==> src/rtl/ccd_seq_pkg.sv <==
package ccd_seq_pkg;

   // Six overlapping sub-states, in transfer order.
   typedef enum logic [2:0] {
      SS_P12 = 3'd0,
      SS_P2  = 3'd1,
      SS_P23 = 3'd2,
      SS_P3  = 3'd3,
      SS_P31 = 3'd4,
      SS_P1  = 3'd5
   } sub_e;

   localparam int unsigned NUM_PHASES = 3;

   // Electrode levels for a sub-state; bit 0 is phase 1.
   function automatic logic [NUM_PHASES-1:0] drive_of(sub_e s);
      case (s)
         SS_P12:  return 3'b011;
         SS_P2:   return 3'b010;
         SS_P23:  return 3'b110;
         SS_P3:   return 3'b100;
         SS_P31:  return 3'b101;
         SS_P1:   return 3'b001;
         default: return 3'b011;
      endcase
   endfunction

   function automatic sub_e next_sub(sub_e s);
      if (s == SS_P1) return SS_P12;
      return sub_e'(s + 3'd1);
   endfunction

endpackage

==> src/rtl/ccd_dwell_timer.sv <==
module ccd_dwell_timer #(
   parameter int DWELL_W = 8
) (
   input  logic               clk,
   input  logic               rst,
   input  logic               load,
   input  logic [DWELL_W-1:0] dwell_in,
   input  logic               tick_en,
   output logic               expire
);
   logic [DWELL_W-1:0] len_q;
   logic [DWELL_W-1:0] cnt_q;

   assign expire = tick_en && (cnt_q == len_q - DWELL_W'(1));

   always_ff @(posedge clk) begin
      if (rst) begin
         len_q <= DWELL_W'(1);
         cnt_q <= '0;
      end else if (load) begin
         len_q <= (dwell_in == '0) ? DWELL_W'(1) : dwell_in;
         cnt_q <= '0;
      end else if (tick_en) begin
         cnt_q <= expire ? '0 : cnt_q + DWELL_W'(1);
      end
   end
endmodule

==> src/rtl/ccd_phase_ring.sv <==
module ccd_phase_ring
   import ccd_seq_pkg::*;
#(
   parameter bit REG_OUT = 1'b1
) (
   input  logic                  clk,
   input  logic                  rst,
   input  logic                  advance,
   output logic                  wrap,
   output logic [NUM_PHASES-1:0] phase
);
   sub_e cur_q;
   sub_e nxt;

   assign nxt  = advance ? next_sub(cur_q) : cur_q;
   assign wrap = advance && (cur_q == SS_P1);

   always_ff @(posedge clk) begin
      if (rst) cur_q <= SS_P12;
      else     cur_q <= nxt;
   end

   generate
      if (REG_OUT) begin : g_reg_out
         logic [NUM_PHASES-1:0] ph_q;
         always_ff @(posedge clk) begin
            if (rst) ph_q <= drive_of(SS_P12);
            else     ph_q <= drive_of(nxt);
         end
         assign phase = ph_q;
      end else begin : g_comb_out
         assign phase = drive_of(cur_q);
      end
   endgenerate
endmodule

==> src/rtl/ccd_shift_count.sv <==
module ccd_shift_count #(
   parameter int CNT_W = 16
) (
   input  logic             clk,
   input  logic             rst,
   input  logic             accept,
   input  logic [CNT_W-1:0] count_in,
   input  logic             wrap,
   output logic             busy,
   output logic             done,
   output logic             step
);
   logic [CNT_W-1:0] left_q;

   always_ff @(posedge clk) begin
      if (rst) begin
         left_q <= '0;
         busy   <= 1'b0;
         done   <= 1'b0;
         step   <= 1'b0;
      end else begin
         step <= 1'b0;
         if (accept) begin
            left_q <= count_in;
            busy   <= 1'b1;
            done   <= 1'b0;
         end else if (wrap) begin
            step   <= 1'b1;
            left_q <= left_q - CNT_W'(1);
            if (left_q == CNT_W'(1)) begin
               busy <= 1'b0;
               done <= 1'b1;
            end
         end
      end
   end
endmodule

==> src/rtl/ccd_phase_seq.sv <==
module ccd_phase_seq
   import ccd_seq_pkg::*;
#(
   parameter int CNT_W   = 16,
   parameter int DWELL_W = 8,
   parameter bit REG_OUT = 1'b1
) (
   input  logic               clk,
   input  logic               rst,
   input  logic               enable,
   input  logic               start,
   input  logic [CNT_W-1:0]   shift_count,
   input  logic [DWELL_W-1:0] dwell,
   output logic [2:0]         phase,
   output logic               step,
   output logic               busy,
   output logic               done
);
   generate
      if (CNT_W < 1 || CNT_W > 32) begin : g_bad_cnt
         $error("CNT_W must lie in 1..32");
      end
      if (DWELL_W < 1 || DWELL_W > 32) begin : g_bad_dwell
         $error("DWELL_W must lie in 1..32");
      end
   endgenerate

   logic accept;
   logic tick_en;
   logic expire;
   logic wrap;

   assign accept  = start && !busy && (shift_count != '0);
   assign tick_en = busy && enable;

   ccd_dwell_timer #(.DWELL_W(DWELL_W)) u_timer (
      .clk      (clk),
      .rst      (rst),
      .load     (accept),
      .dwell_in (dwell),
      .tick_en  (tick_en),
      .expire   (expire)
   );

   ccd_phase_ring #(.REG_OUT(REG_OUT)) u_ring (
      .clk     (clk),
      .rst     (rst),
      .advance (expire),
      .wrap    (wrap),
      .phase   (phase)
   );

   ccd_shift_count #(.CNT_W(CNT_W)) u_count (
      .clk      (clk),
      .rst      (rst),
      .accept   (accept),
      .count_in (shift_count),
      .wrap     (wrap),
      .busy     (busy),
      .done     (done),
      .step     (step)
   );
endmodule

==> config.mk <==
export PLATFORM = sky130hd
export DESIGN_NAME = ccd_phase_seq
export DESIGN_NICKNAME = d
export VERILOG_FILES = /design/src/rtl/ccd_seq_pkg.sv /design/src/rtl/ccd_dwell_timer.sv /design/src/rtl/ccd_phase_ring.sv /design/src/rtl/ccd_shift_count.sv /design/src/rtl/ccd_phase_seq.sv
export SDC_FILE = /design/constraint.sdc
export NUM_CORES = 1
export LEC_CHECK = 0
export ABC_AREA = 0
export CAP_MARGIN = 20
export CORE_ASPECT_RATIO = 0.7
export CORE_UTILIZATION = 50
export CTS_BUF_LIST = sky130_fd_sc_hd__clkbuf_16
export DETAILED_ROUTE_END_ITERATION = 8
export DONT_BUFFER_PORTS = 1
export GPL_ROUTABILITY_DRIVEN = 0
export PLACE_DENSITY = 0.64
export SLEW_MARGIN = 40
export SYNTH_ARGS = -nofsm -noshare
export SYNTH_HDL_FRONTEND = slang
export SYNTH_SLANG_ARGS = --single-unit
==> constraint.sdc <==
create_clock -name clk -period 3.95 [get_ports clk]
set_input_delay 0.395 -clock clk [delete_from_list [all_inputs] [get_ports clk]]
set_output_delay 0.395 -clock clk [all_outputs]
set_load 0.01 [all_outputs]
---- Word-level counts from Yosys, hierarchy flattened ----
Cells that the tools add are included.
W data, S select, Z words.
cells by class
  reduce and logical (&&, ||, !) cells .... 13
  equal/unequal tests ..................... 8
  muxes and demuxes ....................... 13
  add/sub/neg operators ................... 4
operators by type and width
  cell                     count
  $mux W16                 2
  $eq A16 B1 Y1 const B    1
  $mux W8                  2
  $reduce_bool A16 Y1      1
  $sub A16 B1 Y16 const B  1
  $pmux W3 S5              1
  $eq A3 B3 Y1 const B     3
  $mux W3                  3
  $add A8 B1 Y8 const B    1
  $eq A8 B8 Y1             1
  $logic_not A8 Y1         1
  $sub A8 B1 Y8 const B    1
  $eq A3 B2 Y1 const B     2
  $logic_and A1 B1 Y1      5
  $mux W1                  5
  $reduce_and A2 Y1        2
  $reduce_bool A2 Y1       2
  $add A3 B1 Y3 const B    1
  $eq A3 B1 Y1 const B     1
  $reduce_or A2 Y1         1
  $logic_not A1 Y1         1
storage, ports and cells
  flip-flop bits (word level) ............. 41
  bits of input ports ..................... 28
  word-level logic and storage cells ...... 46
  output and inout bits ................... 6

---- Logic depth before layout (Yosys ltp) ----
  word-level depth ........................ 6
  mapped depth ............................ 9
  depth with buffers taken out ............ 8

---- Hierarchy ----
From an unflattened synthesis, not the netlist that was laid out.
unflattened totals
  cell total of the unflattened synthesis .. 266
  area, all modules ....................... 2,304.7 µm²
by module, submodules not included
  module           cells an instance  instances  sequential area each (µm²)  area each (µm²)
  ccd_shift_count  125                1          380.4                       1,059.8
  ccd_dwell_timer  106                1          320.3                       938.4
  ccd_phase_ring   28                 1          120.1                       241.5
  ccd_phase_seq    7                  1          0.0                         65.1

---- Least setup slack after synthesis ----
No wires, ideal clock.
  path type ............................... reg-to-reg
  from .................................... register u_timer.len_q[0]
  to ...................................... register u_count.left_q[9]
  setup slack ............................. 1.482 ns
  cell stages (with the launch flop) ...... 10
  clock period less this slack ............ 2.468 ns
  arrival ................................. 2.349 ns
  setup time .............................. 0.120 ns
  buffers on the path ..................... 1
  required time ........................... 3.830 ns
  cells stage by stage .................... dfxtp_1 -> inv_1 -> ha_1 -> nor3b_2 -> nand2_1 -> nor4_1 -> o221ai_2 -> clkbuf_2 -> o31a_2 -> a211o_1
between the ends
  word-level cells in the longest chain between the ends .. 5
ends and longest elaborated chain
  element                       line                   source
  start: declaration            ccd_dwell_timer.sv:11  logic [DWELL_W-1:0] len_q;
  start signal: assignment      ccd_dwell_timer.sv:21  len_q <= (dwell_in == '0) ? DWELL_W'(1) : dwell_in;
  $sub A8 B1 Y8                 ccd_dwell_timer.sv:14  assign expire = tick_en && (cnt_q == len_q - DWELL_W'(1));
  $eq A8 B8 Y1                  ccd_dwell_timer.sv:14
  $logic_and A1 B1 Y1           ccd_dwell_timer.sv:14
  $logic_and A1 B1 Y1           ccd_phase_ring.sv:16   assign wrap = advance && (cur_q == SS_P1);
  $reduce_bool A2 Y1 (no line)  n/a
  end signal: assignment        ccd_shift_count.sv:24  left_q <= count_in;
  end signal: assignment        ccd_shift_count.sv:29  left_q <= left_q - CNT_W'(1);
  end: declaration              ccd_shift_count.sv:13  logic [CNT_W-1:0] left_q;
Every way passes these cells.
A chain may end at the register's enable or synchronous reset.

---- Worst setup path in the final report ----
  from .................................... register u_timer.len_q[0]
  to ...................................... register u_count.left_q[15]
The elaborated chain is that of the path after synthesis.

==> metrics.cfg <==
[outcome]
status=completed

[die]
die-width_um=85.5
initial_utilization_pct=54.2
io_pins=34
coreArea_mm2=0.00450
rows=20
die_h_um=60.4
dieArea_mm2=0.00517

[power]
pwr-share-clk_pct=43.3
power.leakage_nw=0.899
combPwrFrac_pct=13.3
p_per_area_mw_per_mm2=402
p_sw_mw=0.262
internal_power_mw=0.785
switching_share_pct=25.0
peakVddDrop_mv=0.223
seqPwrFrac_pct=43.4

[setup_path]
cpLargestDelayFamily=simple AND/OR/NAND/NOR gates
setup.worst_path.start=u_timer.len_q[0]$_SDFFE_PP1P_
critPathSlowestCell=or4_1
cp.required_ns=4.16
end_kind=flip-flop
cp_num_buf_inv=1
critPathLaunchType=flip-flop
cp.depth=8
cp_max_fo=21
crit_chain=inv_1, ha_1, xor2_1, nand4_1, nor3_1, o221ai_2, or4_1, a31oi_1
crit-reg2reg-capture=u_count.left_q[15]$_SDFFE_PP0P_
reg2reg_setup_slack_ns=1.05
cp_slowest_stage_delay_ns=0.61
r2r_cells=8
critical_path.endpoint=u_count.left_q[15]$_SDFFE_PP0P_
critPathKind=reg2reg
cp.arrival_ns=3.12
regToRegStartpoint=u_timer.len_q[0]$_SDFFE_PP1P_

[sta]
slew_headroom_pct=48.3
hold_viol_final=0
rsz0062_at_grt=false
clock_skew_ns=0.00505
tns_ns=0
worstMarginPinSlew_ns=0.775
drv_slew=0
timing.hold.ws_ns=0.174
setup_viol=0
fin_crit_ns=2.90
fmax_mhz=344
fin_crit_sh_pct=73.5

[synthesis]
synthArstFlopShare_pct=0
synthFlopType=dfxtp_1
ys_ff_latch=41
synth_area_per_cell_um2=8.19
syn-cell-area_mm2=0.00244
yosys_warnings=0
netlist_instances=298
synth-seq-area-share_pct=33.6
synth_enable_flop_cells=0
syn_nets=330
ys_types=59

[placement]
hpwl_mm=4.28
numPortBuffers=0
dp_cells=338
placement.cell_area_mm2=0.00243

[drt]
drc=0
wl_per_cell_um=17.2
vias=2188
ant_nets=0
first_iter_violations=120
via_per_inst=6.32
wl_mm=5.94
first_pass_iters=4

[clocking]
cts-root-buf=clkbuf_16
ctsResizeCount=0
cts.sinks=41
postCtsSetupBuffers=0
clock_path_buffers=2
htreeDepth=2
cts_tree=yes
cts_made_buffers=5
holdBufCountCts=0
path_clk_slew_ns=0.06
clk_latency_ns=0.28

[cells_and_area]
layout_common_cells=nand2_1 (42), dfxtp_1 (41), nor2_1 (19)
mostFrequentLayoutCell=nand2_1
fill_cells=423
area_growth_pct=6.77
stdcell_area_mm2=0.00261
antenna_cells=0
drive_gt1_share_pct=9.28
num-nets-final=322
finish.utilization_pct=57.8
layout.cells.non_filler=346

[global_route]
antenna_found_initial=0
grt_first_pass_wirelength_mm=9.63
grt_use_total_pct=24.4
grt_max_degree=36
gr-total-overflow=0
grt_pass1_vias=1893

[run]
cap_violations=0

[min_path]
hp-class=in2reg

## flip-flops by register name (all words and copies together), names as in the netlist
| signal | flops |
|---|---|
| u_count.step | 1 |
| u_ring.cur_q | 3 |
| u_timer.cnt_q | 8 |
| u_timer.len_q | 8 |
| u_count.done | 1 |
| u_ring.phase | 3 |
| u_count.left_q | 16 |
| u_count.busy | 1 |
## stage by stage
step	setup slack, ns	total power, mW
floorplan	1.48	0.575
global placement	1.07	0.596
detailed placement	0.963	0.599
CTS	0.953	1.06
global route	0.794	1.09
finish	1.05	1.05
## cells in the mapped netlist, types with 2 or more instances
library cell / number / area [µm²]
mux2i_1: 3 / 30.0
or4_1: 8 / 60.1
a31oi_1: 11 / 68.8
nand3b_1: 2 / 15.0
nor2_1: 19 / 71.3
o31ai_1: 8 / 60.1
o21ai_0: 4 / 20.0
nand3_1: 15 / 75.1
and3_1: 6 / 37.5
nor4_1: 10 / 62.6
xor2_1: 7 / 61.3
clkbuf_1: 7 / 26.3
buf_6: 2 / 22.5
or3_2: 2 / 15.0
a311oi_1: 2 / 17.5
nor2b_1: 2 / 12.5
dfxtp_1: 41 / 821
nand4_1: 3 / 18.8
or2_2: 3 / 18.8
o211ai_1: 4 / 30.0
nor3_1: 6 / 30.0
xnor2_1: 5 / 43.8
ha_1: 4 / 50.1
inv_1: 9 / 33.8
or3_1: 13 / 81.3
nor3b_1: 2 / 15.0
clkbuf_8: 2 / 27.5
buf_2: 3 / 15.0
nand2_1: 42 / 158
and2_1: 7 / 43.8
o221ai_1: 2 / 17.5
a21oi_1: 16 / 80.1
a2111o_1: 2 / 22.5
## area by class of cell
cell class | count | area, µm² | share of cell area (%)
clock buffer | 5 | 125 | 4.80
clock inverter | 3 | 37.5 | 1.44
inverter | 9 | 33.8 | 1.30
multi-input combinational | 232 | 1510 | 58.0
sequential | 41 | 821 | 31.5
tap | 55 | 68.8 | 2.64
timing repair buffer | 1 | 7.51 | 0.288
## cell families after synthesis
| logic type | share of synthesized area (%) |
|---|---|
| buf+inv | 5.69 |
| fa+ha+maj | 2.05 |
| flops | 33.6 |
| xor+xnor | 5.23 |
| mux | 1.69 |
| compound gates | 19.2 |
| simple gates | 32.5 |
## power groups by stage
stage | clock, mW | sequential [mW] | combinational (mW)
2_1_floorplan | 0 | 0.455 | 0.120
3_3_place_gp | 0 | 0.462 | 0.135
3_5_place_dp | 0 | 0.463 | 0.137
4_1_cts | 0.464 | 0.454 | 0.138
5_1_grt | 0.483 | 0.457 | 0.154
6_report | 0.454 | 0.455 | 0.139
## per-layer routing
layer / global-route usage [%] / vias up / part of all wire, %
met1: 37.1 / 1020 / 50
met5: 0 / - / 0
met3: 5.44 / 7 / 6.8
met4: 7.38 / 0 / 0.91
li1: - / 1095 / -
met2: 34.3 / 66 / 43
## how the worst min path moves through the flow
stage	start	endpoint	slack, ns	cells after the start
after floorplan	u_timer.len_q[7]$_SDFFE_PP0P_	u_timer.len_q[7]$_SDFFE_PP0P_	0.45	2
after global placement	u_timer.len_q[7]$_SDFFE_PP0P_	u_timer.len_q[7]$_SDFFE_PP0P_	0.45	2
after detailed placement	u_timer.len_q[7]$_SDFFE_PP0P_	u_timer.len_q[7]$_SDFFE_PP0P_	0.46	2
after CTS	rst	u_count.left_q[0]$_SDFFE_PP0P_	0.17	1
after global routing	rst	u_count.left_q[4]$_SDFFE_PP0P_	0.17	1
final	rst	u_count.left_q[4]$_SDFFE_PP0P_	0.17	1
Power figures use the tool's default switching activity.
